**config.mk**
```make
export PLATFORM = sky130hd
export DESIGN_NAME = sd_dma_engine
export DESIGN_NICKNAME = d
export VERILOG_FILES = /design/src/rtl/sd_dma_pkg.sv /design/src/rtl/sd_dma_addr_gen.sv /design/src/rtl/sd_dma_regs.sv /design/src/rtl/sd_dma_mover.sv /design/src/rtl/sd_dma_engine.sv
export SDC_FILE = /design/constraint.sdc
export NUM_CORES = 1
export LEC_CHECK = 0
export ABC_AREA = 1
export BUFFER_PORTS_ARGS = -buffer_cell sky130_fd_sc_hd__buf_2
export CAP_MARGIN = 10
export CORE_MARGIN = 2
export CORE_UTILIZATION = 55
export CTS_CLUSTER_DIAMETER = 40
export DETAILED_ROUTE_END_ITERATION = 6
export GPL_TIMING_DRIVEN = 0
export PLACE_DENSITY = 0.87
export SLEW_MARGIN = 30
export SYNTH_ARGS = -nofsm -noshare
export SYNTH_HDL_FRONTEND = slang
export SYNTH_HIERARCHICAL = 1
export SYNTH_SLANG_ARGS = --single-unit
```
**constraint.sdc**
```tcl
create_clock -name clk -period 3.44 [get_ports clk]
set_input_delay 0 -clock clk [delete_from_list [all_inputs] [get_ports clk]]
set_output_delay 0 -clock clk [all_outputs]
set_load 0.01 [all_outputs]
```
**src/rtl/sd_dma_pkg.sv**
```systemverilog
// Shared constants and types for the SD host data mover.
// Assumes a 32-bit register file and two channels (0 = to card, 1 = from card).
package sd_dma_pkg;
    localparam int NCH        = 2;
    localparam int OFS_MODE   = 'h820;
    localparam int OFS_CTRL   = 'h828;
    localparam int OFS_RST    = 'h830;
    localparam int OFS_STAT1  = 'h840;
    localparam int OFS_MASK1  = 'h848;
    localparam int OFS_STAT2  = 'h850;
    localparam int OFS_MASK2  = 'h858;
    localparam int OFS_ADDR   = 'h880;
    localparam int MODE_DIR   = 16;
    localparam int MODE_INC   = 0;
    localparam int MODE_WLO   = 4;

    typedef enum logic [1:0] {
        ST_IDLE = 2'd0,
        ST_MEM  = 2'd1,
        ST_CARD = 2'd2
    } mv_state_t;

    // Completion flag position in status1 for a channel
    function automatic int done_pos(input int ch);
        return (ch == 0) ? 16 : 20;
    endfunction

    // Error flag position in status2 for a channel
    function automatic int fail_pos(input int ch);
        return 16 + ch;
    endfunction

    // Channel reset bit position in the reset register
    function automatic int hold_pos(input int ch);
        return 8 + ch;
    endfunction
endpackage

```
**src/rtl/sd_dma_addr_gen.sv**
```systemverilog
// Memory address generator: loads a base on start and steps by one word
// per completed memory access when increment mode is on.
// Assumes DATA_W is a multiple of 8.
module sd_dma_addr_gen #(
    parameter int ADDR_W = 32,
    parameter int DATA_W = 32
) (
    input  logic              clk,
    input  logic              rst_n,
    input  logic              load,
    input  logic [ADDR_W-1:0] base,
    input  logic              step,
    input  logic              inc,
    output logic [ADDR_W-1:0] addr
);
    localparam int BYTES = DATA_W / 8;

    // Address register: load, then advance in increment mode
    always_ff @(posedge clk) begin
        if (!rst_n)
            addr <= '0;
        else if (load)
            addr <= base;
        else if (step && inc)
            addr <= addr + ADDR_W'(BYTES);
    end
endmodule

```
**src/rtl/sd_dma_regs.sv**
```systemverilog
// Register file: mode, start, channel resets, status/mask pairs, buffer address.
// Status flags set on events from the mover and clear on a written 0.
// Assumes REG_AW is wide enough for the highest offset.
module sd_dma_regs #(
    parameter int REG_AW = 12,
    parameter int ADDR_W = 32
) (
    input  logic                        clk,
    input  logic                        rst_n,
    input  logic                        reg_wen,
    input  logic [REG_AW-1:0]           reg_addr,
    input  logic [31:0]                 reg_wdata,
    output logic [31:0]                 reg_rdata,
    output logic                        mode_dir,
    output logic                        mode_inc,
    output logic [ADDR_W-1:0]           buf_addr,
    output logic                        start,
    output logic [sd_dma_pkg::NCH-1:0]  chan_rst_n,
    input  logic [sd_dma_pkg::NCH-1:0]  end_evt,
    input  logic [sd_dma_pkg::NCH-1:0]  err_evt,
    output logic                        irq
);
    import sd_dma_pkg::*;

    logic [1:0]     width_q;
    logic [31:0]    mask1_q, mask2_q;
    logic [NCH-1:0] done_q, fail_q, hold_q;

    wire wr_mode  = reg_wen && (reg_addr == REG_AW'(OFS_MODE));
    wire wr_rst   = reg_wen && (reg_addr == REG_AW'(OFS_RST));
    wire wr_stat1 = reg_wen && (reg_addr == REG_AW'(OFS_STAT1));
    wire wr_stat2 = reg_wen && (reg_addr == REG_AW'(OFS_STAT2));
    wire wr_mask1 = reg_wen && (reg_addr == REG_AW'(OFS_MASK1));
    wire wr_mask2 = reg_wen && (reg_addr == REG_AW'(OFS_MASK2));
    wire wr_addr  = reg_wen && (reg_addr == REG_AW'(OFS_ADDR));

    assign start      = reg_wen && (reg_addr == REG_AW'(OFS_CTRL)) && reg_wdata[0];
    assign chan_rst_n = hold_q;

    // Mode and buffer address configuration
    always_ff @(posedge clk) begin
        if (!rst_n) begin
            mode_dir <= 1'b0;
            mode_inc <= 1'b0;
            width_q  <= 2'b00;
            buf_addr <= '0;
        end else begin
            if (wr_mode) begin
                mode_dir <= reg_wdata[MODE_DIR];
                mode_inc <= reg_wdata[MODE_INC];
                width_q  <= reg_wdata[MODE_WLO+1:MODE_WLO];
            end
            if (wr_addr)
                buf_addr <= reg_wdata[ADDR_W-1:0];
        end
    end

    // Interrupt masks, all sources blocked after reset
    always_ff @(posedge clk) begin
        if (!rst_n) begin
            mask1_q <= '1;
            mask2_q <= '1;
        end else begin
            if (wr_mask1) mask1_q <= reg_wdata;
            if (wr_mask2) mask2_q <= reg_wdata;
        end
    end

    logic [NCH-1:0] src_live;

    generate
        for (genvar c = 0; c < NCH; c++) begin : g_chan
            localparam int DP = done_pos(c);
            localparam int FP = fail_pos(c);
            localparam int HP = hold_pos(c);

            // Completion flag: event sets, written zero clears
            always_ff @(posedge clk) begin
                if (!rst_n)
                    done_q[c] <= 1'b0;
                else if (end_evt[c])
                    done_q[c] <= 1'b1;
                else if (wr_stat1 && !reg_wdata[DP])
                    done_q[c] <= 1'b0;
            end

            // Error flag: event sets, written zero clears
            always_ff @(posedge clk) begin
                if (!rst_n)
                    fail_q[c] <= 1'b0;
                else if (err_evt[c])
                    fail_q[c] <= 1'b1;
                else if (wr_stat2 && !reg_wdata[FP])
                    fail_q[c] <= 1'b0;
            end

            // Channel reset bit, released (1) after reset
            always_ff @(posedge clk) begin
                if (!rst_n)
                    hold_q[c] <= 1'b1;
                else if (wr_rst)
                    hold_q[c] <= reg_wdata[HP];
            end

            assign src_live[c] = (done_q[c] && !mask1_q[DP]) || (fail_q[c] && !mask2_q[FP]);

            AST_CLEAR_ZERO: assert property (@(posedge clk) disable iff (!rst_n)
                (wr_stat1 && !reg_wdata[DP] && !end_evt[c]) |=> !done_q[c]);
            AST_KEEP_ONE: assert property (@(posedge clk) disable iff (!rst_n)
                (done_q[c] && !(wr_stat1 && !reg_wdata[DP])) |=> done_q[c]);
        end
    endgenerate

    assign irq = |src_live;

    // Read mux, combinational on the offset
    always_comb begin
        reg_rdata = '0;
        unique case (reg_addr)
            REG_AW'(OFS_MODE): begin
                reg_rdata[MODE_DIR]              = mode_dir;
                reg_rdata[MODE_INC]              = mode_inc;
                reg_rdata[MODE_WLO+1:MODE_WLO]   = width_q;
            end
            REG_AW'(OFS_RST): begin
                for (int c = 0; c < NCH; c++) reg_rdata[hold_pos(c)] = hold_q[c];
            end
            REG_AW'(OFS_STAT1): begin
                for (int c = 0; c < NCH; c++) reg_rdata[done_pos(c)] = done_q[c];
            end
            REG_AW'(OFS_STAT2): begin
                for (int c = 0; c < NCH; c++) reg_rdata[fail_pos(c)] = fail_q[c];
            end
            REG_AW'(OFS_MASK1): reg_rdata = mask1_q;
            REG_AW'(OFS_MASK2): reg_rdata = mask2_q;
            REG_AW'(OFS_ADDR):  reg_rdata[ADDR_W-1:0] = buf_addr;
            default:            reg_rdata = '0;
        endcase
    end

    AST_IRQ_BLOCKED: assert property (@(posedge clk) disable iff (!rst_n)
        (&mask1_q && &mask2_q) |-> !irq);
endmodule

```
**src/rtl/sd_dma_mover.sv**
```systemverilog
// Transfer engine: one channel at a time, alternating a memory access and a
// card-side stream beat per word. Checks alignment and channel reset at start.
// Assumes the memory port holds mem_ack for one cycle per request.
module sd_dma_mover #(
    parameter int ADDR_W   = 32,
    parameter int DATA_W   = 32,
    parameter int LEN_W    = 16,
    parameter int ALIGN_LG = 7
) (
    input  logic                        clk,
    input  logic                        rst_n,
    input  logic                        start,
    input  logic                        dir_in,
    input  logic                        inc_in,
    input  logic [ADDR_W-1:0]           base_in,
    input  logic [LEN_W-1:0]            len_in,
    input  logic [sd_dma_pkg::NCH-1:0]  chan_rst_n,
    output logic                        mem_req,
    output logic                        mem_we,
    output logic [ADDR_W-1:0]           mem_addr,
    output logic [DATA_W-1:0]           mem_wdata,
    input  logic                        mem_ack,
    input  logic                        mem_err,
    input  logic [DATA_W-1:0]           mem_rdata,
    output logic                        dn_valid,
    input  logic                        dn_ready,
    output logic [DATA_W-1:0]           dn_data,
    input  logic                        up_valid,
    output logic                        up_ready,
    input  logic [DATA_W-1:0]           up_data,
    output logic [sd_dma_pkg::NCH-1:0]  end_evt,
    output logic [sd_dma_pkg::NCH-1:0]  err_evt
);
    import sd_dma_pkg::*;

    mv_state_t         state_q;
    logic              dir_q, inc_q;
    logic [ADDR_W-1:0] base_q;
    logic [LEN_W-1:0]  len_q, cnt_q;
    logic [DATA_W-1:0] buf_q;

    wire misal     = |base_in[ALIGN_LG-1:0];
    wire active    = (state_q != ST_IDLE);
    wire live      = chan_rst_n[dir_q];
    wire accept    = start && !active && chan_rst_n[dir_in];
    wire abort     = active && !live;
    wire mem_ok    = (state_q == ST_MEM) && live && mem_ack && !mem_err;
    wire mem_bad   = (state_q == ST_MEM) && live && mem_ack && mem_err;
    wire card_beat = (state_q == ST_CARD) && live && (dir_q ? up_valid : dn_ready);
    wire last      = (cnt_q == len_q - LEN_W'(1));
    wire word_done = dir_q ? mem_ok : (card_beat && !dir_q);
    wire go        = accept && !misal && (len_in != '0);

    // Transfer sequencing
    always_ff @(posedge clk) begin
        if (!rst_n) begin
            state_q <= ST_IDLE;
            dir_q   <= 1'b0;
            inc_q   <= 1'b0;
            base_q  <= '0;
            len_q   <= '0;
            buf_q   <= '0;
        end else if (abort) begin
            state_q <= ST_IDLE;
        end else begin
            unique case (state_q)
                ST_IDLE: if (go) begin
                    state_q <= dir_in ? ST_CARD : ST_MEM;
                    dir_q   <= dir_in;
                    inc_q   <= inc_in;
                    base_q  <= base_in;
                    len_q   <= len_in;
                end
                ST_MEM: begin
                    if (mem_bad)
                        state_q <= ST_IDLE;
                    else if (mem_ok) begin
                        if (dir_q)
                            state_q <= last ? ST_IDLE : ST_CARD;
                        else begin
                            buf_q   <= mem_rdata;
                            state_q <= ST_CARD;
                        end
                    end
                end
                ST_CARD: if (card_beat) begin
                    if (dir_q) begin
                        buf_q   <= up_data;
                        state_q <= ST_MEM;
                    end else
                        state_q <= last ? ST_IDLE : ST_MEM;
                end
                default: state_q <= ST_IDLE;
            endcase
        end
    end

    // Word counter, cleared at start, advanced on destination acceptance
    always_ff @(posedge clk) begin
        if (!rst_n)
            cnt_q <= '0;
        else if (go)
            cnt_q <= '0;
        else if (word_done && !abort)
            cnt_q <= cnt_q + LEN_W'(1);
    end

    sd_dma_addr_gen #(.ADDR_W(ADDR_W), .DATA_W(DATA_W)) u_addr (
        .clk   (clk),
        .rst_n (rst_n),
        .load  (go),
        .base  (base_in),
        .step  (mem_ok),
        .inc   (inc_q),
        .addr  (mem_addr)
    );

    generate
        for (genvar c = 0; c < NCH; c++) begin : g_evt
            assign end_evt[c] = (accept && (dir_in == 1'(c)) && !misal && (len_in == '0))
                              || (word_done && last && (dir_q == 1'(c)));
            assign err_evt[c] = (accept && (dir_in == 1'(c)) && misal)
                              || (mem_bad && (dir_q == 1'(c)));

            AST_END_XOR_ERR: assert property (@(posedge clk) disable iff (!rst_n)
                !(end_evt[c] && err_evt[c]));
        end
    endgenerate

    assign mem_req   = (state_q == ST_MEM) && live;
    assign mem_we    = dir_q;
    assign mem_wdata = buf_q;
    assign dn_valid  = (state_q == ST_CARD) && !dir_q && live;
    assign dn_data   = buf_q;
    assign up_ready  = (state_q == ST_CARD) && dir_q && live;

    AST_ONE_STREAM: assert property (@(posedge clk) disable iff (!rst_n)
        !(dn_valid && up_ready));
    AST_REQ_HOLD: assert property (@(posedge clk) disable iff (!rst_n)
        (mem_req && !mem_ack && !start && live) |=> (mem_req && $stable(mem_addr) && $stable(mem_we)));
    AST_FIXED_ADDR: assert property (@(posedge clk) disable iff (!rst_n)
        (mem_req && !inc_q) |-> (mem_addr == base_q));
    AST_CNT_BOUND: assert property (@(posedge clk) disable iff (!rst_n)
        active |-> (cnt_q < len_q));
    AST_MISALIGN_QUIET: assert property (@(posedge clk) disable iff (!rst_n)
        (accept && misal) |=> (!mem_req && !dn_valid && !up_ready));
    AST_ABORT_IDLE: assert property (@(posedge clk) disable iff (!rst_n)
        abort |=> (state_q == ST_IDLE));
    AST_BUSY_START: assert property (@(posedge clk) disable iff (!rst_n)
        (start && active && live) |=> $stable(base_q));
endmodule

```
**src/rtl/sd_dma_engine.sv**
```systemverilog
// Top of the SD host data mover: register file plus transfer engine.
// Assumes a single-cycle register write strobe and a combinational read.
module sd_dma_engine #(
    parameter int REG_AW   = 12,
    parameter int ADDR_W   = 32,
    parameter int DATA_W   = 32,
    parameter int LEN_W    = 16,
    parameter int ALIGN_LG = 7
) (
    input  logic              clk,
    input  logic              rst_n,
    input  logic              reg_wen,
    input  logic [REG_AW-1:0] reg_addr,
    input  logic [31:0]       reg_wdata,
    output logic [31:0]       reg_rdata,
    output logic              irq,
    input  logic [LEN_W-1:0]  xfer_len,
    output logic              mem_req,
    output logic              mem_we,
    output logic [ADDR_W-1:0] mem_addr,
    output logic [DATA_W-1:0] mem_wdata,
    input  logic              mem_ack,
    input  logic              mem_err,
    input  logic [DATA_W-1:0] mem_rdata,
    output logic              dn_valid,
    input  logic              dn_ready,
    output logic [DATA_W-1:0] dn_data,
    input  logic              up_valid,
    output logic              up_ready,
    input  logic [DATA_W-1:0] up_data
);
    import sd_dma_pkg::*;

    logic              mode_dir, mode_inc, start;
    logic [ADDR_W-1:0] buf_addr;
    logic [NCH-1:0]    chan_rst_n, end_evt, err_evt;

    sd_dma_regs #(.REG_AW(REG_AW), .ADDR_W(ADDR_W)) u_regs (
        .clk        (clk),
        .rst_n      (rst_n),
        .reg_wen    (reg_wen),
        .reg_addr   (reg_addr),
        .reg_wdata  (reg_wdata),
        .reg_rdata  (reg_rdata),
        .mode_dir   (mode_dir),
        .mode_inc   (mode_inc),
        .buf_addr   (buf_addr),
        .start      (start),
        .chan_rst_n (chan_rst_n),
        .end_evt    (end_evt),
        .err_evt    (err_evt),
        .irq        (irq)
    );

    sd_dma_mover #(.ADDR_W(ADDR_W), .DATA_W(DATA_W), .LEN_W(LEN_W), .ALIGN_LG(ALIGN_LG)) u_mover (
        .clk        (clk),
        .rst_n      (rst_n),
        .start      (start),
        .dir_in     (mode_dir),
        .inc_in     (mode_inc),
        .base_in    (buf_addr),
        .len_in     (xfer_len),
        .chan_rst_n (chan_rst_n),
        .mem_req    (mem_req),
        .mem_we     (mem_we),
        .mem_addr   (mem_addr),
        .mem_wdata  (mem_wdata),
        .mem_ack    (mem_ack),
        .mem_err    (mem_err),
        .mem_rdata  (mem_rdata),
        .dn_valid   (dn_valid),
        .dn_ready   (dn_ready),
        .dn_data    (dn_data),
        .up_valid   (up_valid),
        .up_ready   (up_ready),
        .up_data    (up_data),
        .end_evt    (end_evt),
        .err_evt    (err_evt)
    );
endmodule

```
After elaboration in Yosys (flattened, before gate mapping)
Index checks and enable logic that the tools add are counted.

Latch bits: 0. Input port bits: 131. Memories kept: 0. Memory bits (writable): 0. Register bits after elaboration: 206. Memory bits (read-only): 0. Logic and storage cells: 173. Output and inout bits: 133.

$lt $le $gt $ge: 2. Muxes and demuxes: 43. Bitwise operators: 4. Div/mod/pow operators: 0. Reduce and logical (&&, ||, !) cells: 84. Equality and inequality tests: 18. Shifts and indexed selects: 0. Add/subtract/negate cells: 3. $mul: 0.

Operators with widths (number): $mux 32 (7); $eq 12x12->1 const B (8); $pmux 32 s2 (1); $logic_and 1x1->1 (48); $pmux 11 s3 (1); $add 32x3->32 const B (1); $pmux 2 s3 (3); $pmux 6 s3 (1); $add 16x1->16 const B (1); $eq 16x16->1 (1); $logic_not 16->1 (1); $mux 2 (8); $pmux 2 s4 (2); $reduce_bool 16->1 (1); $sub 16x1->16 const B (1); $mux 1 (15); $reduce_bool 2->1 (7); $logic_not 1->1 (13); $pmux 1 s4 (3); $pmux 3 s3 (1); $ne 2x1->1 const B (4); $reduce_and 7->1 (1); $reduce_or 7->1 (1); $logic_or 1x1->1 (6); other kinds (10) (18).

Longest topological paths before layout
Depth in word-level cells: 10. Mapped depth: 19. Gate-level depth less buffers: 16.

Hierarchy
Netlist, hierarchy kept.

By module, submodules not included: sd_dma_regs (cells each 717, sequential area each 2122.0 µm², area each 4878.4 µm², instances 1); sd_dma_mover (cells each 618, sequential area each 1361.3 µm², area each 4144.0 µm², instances 1); sd_dma_addr_gen (cells each 372, sequential area each 640.6 µm², area each 2250.9 µm², instances 1).

Worst setup path before layout
Ideal clock, no wire load.

Kind: input-to-reg. From: in reg_wen. To: reg u_mover.u_addr.addr[22]. Required time: 3.309 ns. Slack: 0.958 ns. Arrival: 2.352 ns. Path buffers: 5. Stages: 16. Cells stage by stage: clkbuf_1 -> clkbuf_1 -> nand3_1 -> nor2_1 -> nand2_1 -> nor3_2 -> nor2_1 -> nor3_2 -> buf_2 -> buf_2 -> inv_2 -> nand2_1 -> clkbuf_1 -> o21ai_0 -> inv_1 -> a21oi_2.

Longest elaborated chain between the ends: 7. Elaborated cells on any way between the ends: 8. Classes of those cells: 1 x mux; 7 x reduce/logical.

Ends and longest elaborated chain: start, declared (line sd_dma_engine.sv:12) `input logic reg_wen,`; $logic_and 1x1->1 (*) (2 in a row) (line sd_dma_regs.sv:37) `assign start = reg_wen && (reg_addr == REG_AW'(OFS_CTRL)) && reg_wdata[0];`; via start (line sd_dma_engine.sv:34) `logic mode_dir, mode_inc, start;`; $logic_and 1x1->1 (*) (2 in a row) (line sd_dma_mover.sv:45) `wire accept = start && !active && chan_rst_n[dir_in];`; $logic_and 1x1->1 (*) (2 in a row) (line sd_dma_mover.sv:52) `wire go = accept && !misal && (len_in != '0);`; via u_mover.go (line sd_dma_mover.sv:52); $mux 32 or $reduce_bool 2->1 (tied branches); end signal, assigned (line sd_dma_addr_gen.sv:23) `addr <= base;`; end signal, assigned (line sd_dma_addr_gen.sv:25) `addr <= addr + ADDR_W'(BYTES);`; end, declared (line sd_dma_addr_gen.sv:14) `output logic [ADDR_W-1:0] addr`.

The timed path passes the listed nets; every way through them passes the cells marked *. A chain may end at the register's enable or synchronous reset.

Worst setup path after layout
From: reg u_regs.buf_addr[0]. To: reg u_mover.u_addr.addr[28].

Longest elaborated chain between the ends: 5. Elaborated cells on any way between the ends: 6. Classes of those cells: 1 x mux; 5 x reduce/logical.

Ends and longest elaborated chain: start, declared (line sd_dma_regs.sv:16) `output logic [ADDR_W-1:0] buf_addr,`; start signal, assigned (line sd_dma_regs.sv:54) `buf_addr <= reg_wdata[ADDR_W-1:0];`; $reduce_or 7->1 (*) (line sd_dma_mover.sv:42) `wire misal = |base_in[ALIGN_LG-1:0];`; $logic_not 1->1 (*) (line sd_dma_mover.sv:52); $logic_and 1x1->1 (*) (2 in a row) (line sd_dma_mover.sv:52); via u_mover.go (line sd_dma_mover.sv:52); $mux 32 or $reduce_bool 2->1 (tied branches).

Marks and branches as above.

==> summary by stage <==
Run status
The flow ran to the end, but the final reports show violations. The final reports fail on design-rule violations, negative hold slack.

Global route
The initial antenna violation count came to 1. For this run the aggregate overflow at the end of global routing stands at 0. For this run, the total global-route usage over all layers was measured as 0.378.

The first-pass GRT wire length is 65.9 mm. The number of global-route vias before repair is about 13,000. The maximum number of pins on one net before global-route repair is 18.

STA
The number of max-slew violations in the final report is 0. Setup repair after global routing left no endpoint under its margin. The worst path in the final design needs a cycle of between 3 and 4 ns, including I/O delays and setup.

The least setup slack across all paths after layout is between 0.3 and 0.4 ns. The number of hold-slack violations in the final timing report is 2. On the final layout, the worst hold slack is -0.00859 ns. The achievable frequency is roughly 330 MHz.

The final clock period utilization by the worst path is 0.888. For the pin with the worst max-slew slack, the measured transition is between 0.6 and 0.7 ns. Setup violations remaining at the end of the flow were counted as 0. The final worst clock skew is approximately 0.015 ns. The worst slew slack as a fraction of its limit is 0.556.

Clocking
The clock latency at the later pin of the worst-skew pair is 0.50 ns. The CTS root buffer is sky130_fd_sc_hd__clkbuf_16. After clock tree synthesis, the clock-pin slew on the worst setup and hold paths is around 0.050 ns. Clock tree synthesis found a total of 206 sinks.

The H-tree generated during clock tree synthesis spans 2 levels. The TritonCTS clock tree is done. The worst-case clock buffer depth is 3.

In this run, CTS created clock tree buffers numbering 36.

Setup path
The biggest fanout along the worst timing path is 13. The worst setup path is captured at a flop. The critical path is of the flop to flop type.

STA puts the critical path data required time at ~3.8 ns. STA classifies the critical path startpoint as a flop. The worst reg2reg path depth is 11. The signal arrival time at the worst endpoint is roughly 3.4 ns.

Logic synthesis
The flip-flop cell with the highest count after synthesis is sky130_fd_sc_hd__dfxtp_1. The largest area contributor in the synthesized netlist is sky130_fd_sc_hd__dfxtp_1. After synthesis the netlist holds a flip-flop and latch count of a little over 200. The proportion of synthesized chip area in sequential cells is 0.366. The number of nets produced by synthesis is between 1,500 and 2,000. After synthesis, the cell types taking the most area are sky130_fd_sc_hd__dfxtp_1 (37%), sky130_fd_sc_hd__nand2_1 (16%), sky130_fd_sc_hd__nand3_1 (9.4%). The number of synthesized flops with an enable pin is 0. The post-synthesis async set-or-reset flop share is 0. The mean cell area of the mapped netlist is roughly 6.6 µm².

The share of the synthesized area in the top cell type is 0.366. In this run, distinct cell masters in the synthesized netlist total 45. The most common cell in the synthesized netlist is sky130_fd_sc_hd__nand2_1.

The Yosys step of the flow raised 6 warnings. After synthesis the cells add up to ~0.011 mm². Sorting the synthesized cells by how often they occur yields sky130_fd_sc_hd__nand2_1 (481), sky130_fd_sc_hd__nand3_1 (212), sky130_fd_sc_hd__dfxtp_1 (206), sky130_fd_sc_hd__inv_1 (166), sky130_fd_sc_hd__nor2_1 (157). The count of mapped cells out of synthesis is approximately 1,700.

Floorplanning
roughly 260 I/O pins were placed. The die extent in y is 147 µm. The floorplan step defined a die boundary enclosing between 0.02 and 0.025 mm².

The row count is 52. The floorplan step set the die width to 147 µm. The standard cell core area is ~0.02 mm². The initial utilization of the core area, before any placement, comes to 0.559.

Final layout
In the final design database the tool counted about 2,300 nets. After routing the design area is between 0.015 and 0.02 mm². The count of cells in the finished layout, fillers not included, comes to 2,420.

The fraction of layout cells with a size suffix above 1 is 0.216. The area growth from synthesis to layout is 35.6%.

Run
The number of max-cap violations is 0.

Detailed routing
The final layout contains routed wiring with a total length of around 43 mm. The pre-antenna-repair detailed-routing pass consisted of 7 iterations. The DRC marker count from the first detailed-route iteration is roughly 1,600. The count of nets left with antenna violations after detail routing is 0. For this run, design rule violations remaining after detail routing come to 1.

The total via count in the routed design is 13,676. The average vias per placed instance is roughly 5.7. In the final routed layout, each cell accounts on average for 17.7 µm.

Power and ir drop
The worst ir drop on vdd is about 0.31 mV. The cell leakage power is 7.45 nW. Power spread over the standard cell area amounts to 404 mW/mm².

Worst hold path
Along the worst hold path, the cell count comes to 4. The min-delay analysis places its worst path in the category input pin to flop.

Placed design
The placed wire-length estimate after detailed placement is 28.9 mm. Timing analysis after detailed placement gives a worst setup slack of -0.460 ns. Input and output buffers added on the ports amount to 263. At the end of routability-driven placement, the weighted congestion stood at 0.952.

The instance area at placement is around 0.013 mm². Including well taps, the total number of placed cells is between 2,000 and 2,500.
worst max-delay path: stages (launching register included):
cell and delay [ns]:
sky130_fd_sc_hd__dfxtp_1 0.38, sky130_fd_sc_hd__nor4_1 0.30, sky130_fd_sc_hd__nand2_1 0.25, sky130_fd_sc_hd__nor3_2 0.36, sky130_fd_sc_hd__buf_2 0.27, sky130_fd_sc_hd__buf_2 0.37
sky130_fd_sc_hd__inv_2 0.17, sky130_fd_sc_hd__nand2_1 0.17, sky130_fd_sc_hd__clkbuf_1 0.36, sky130_fd_sc_hd__o21ai_0 0.15, sky130_fd_sc_hd__inv_1 0.07, sky130_fd_sc_hd__a21oi_1 0.06
flip-flops by register name, indices dropped and copies added, names as in the netlist:
signal / cells
u_mover/dn_data: 32
u_mover/u_addr/addr: 32
u_regs/buf_addr: 32
u_regs/mask1_q: 32
u_regs/mask2_q: 32
u_mover/cnt_q: 16
u_mover/len_q: 16
u_mover/state_q: 2
u_regs/chan_rst_n: 2
u_regs/done_q: 2
u_regs/fail_q: 2
u_regs/width_q: 2
u_mover/inc_q: 1
u_mover/mem_we: 1
u_regs/mode_dir: 1
u_regs/mode_inc: 1
logic make-up (layout without fill, tap and decap cells):
kind of cell,Yosys count,count (layout),synth area share
xor gates and xnor gates,24,24,0.0186
and+or+nand+nor,954,954,0.379
DFF,206,206,0.366
other,0,1,0
adders and majority gates,3,3,0.00333
AOI/OAI and AO/OA,228,228,0.115
buffers and inverters,292,734,0.119
layout make-up:
cell class                      instances  area, µm²
Fill cell                            1490       4890
Multi-Input combinational cell       1209       5810
Inverter                              176        661
Antenna cell                            1       2.50
Timing Repair Buffer                  381       2500
Sequential cell                       206       4120
Tap cell                              270        338
Buffer                                115        677
Clock buffer                           42        965
Clock inverter                         20        209
through the flow:
stage,setup TNS (ns),utilization,power [mW]
after global routing,0,0.758,6.31
after floorplan,0,-,2.51
after global placement,-6.19,0.641,2.64
final,0,0.758,6.17
after CTS,0,0.758,6.17
after detailed placement,-8.24,0.641,2.64
timing repair:
action,in CTS,in global routing
hold endpoints to repair,160,0
setup endpoints to repair,0,22
setup buffers,0,0
resized for setup,0,4
hold buffers,118,0
power by group:
group          switching [mW]  internal, mW
logic                   0.160         0.136
registers            0.000247          2.39
clock network            1.30          2.19
placed cells by master, fill, tap and decap left out, drive strengths merged:
cell	n
nand2	497
buf	335
nand3	217
dfxtp	206
nor2	183
inv	181
dlygate4sd3	118
o21ai	95
clkbuf	85
a21oi	60
a31oi	41
o211ai	25
nand4	21
nor3	15
xor2	13
xnor2	11
nand3b	8
clkinv	8
and2	6
clkinvlp	5
a211oi	3
ha	3
nor4	3
bufinv	2
a21o	2
or2	2
diode	1
nor3b	1
o21a	1
a221oi	1
and3	1
worst paths after layout:
path | start | endpoint | slack (ns)
setup / recovery | u_regs/buf_addr[0]$_SDFFE_PN0P_ | u_mover/u_addr/addr[28]$_SDFFE_PN0N_ | 0.39
hold / removal | reg_wen | u_regs/mask1_q[14]$_SDFFE_PN1P_ | -0.009
setup reg to reg | u_regs/buf_addr[0]$_SDFFE_PN0P_ | u_mover/u_addr/addr[28]$_SDFFE_PN0N_ | 0.39
hold reg to reg | u_regs/mask1_q[1]$_SDFFE_PN1P_ | u_regs/mask1_q[1]$_SDFFE_PN1P_ | 0.46
layer usage:
metal  share of wire  vias up  global-route usage  routed length (µm)
li1                -     6337                   -                   -
met1            0.36     6195               0.428               15300
met2            0.47      928               0.639               19900
met3            0.10      216              0.0773                4370
met4           0.074        0               0.264                3170
met5               0        -                   0                   0
No activity file was read; power rests on OpenSTA's default activity.
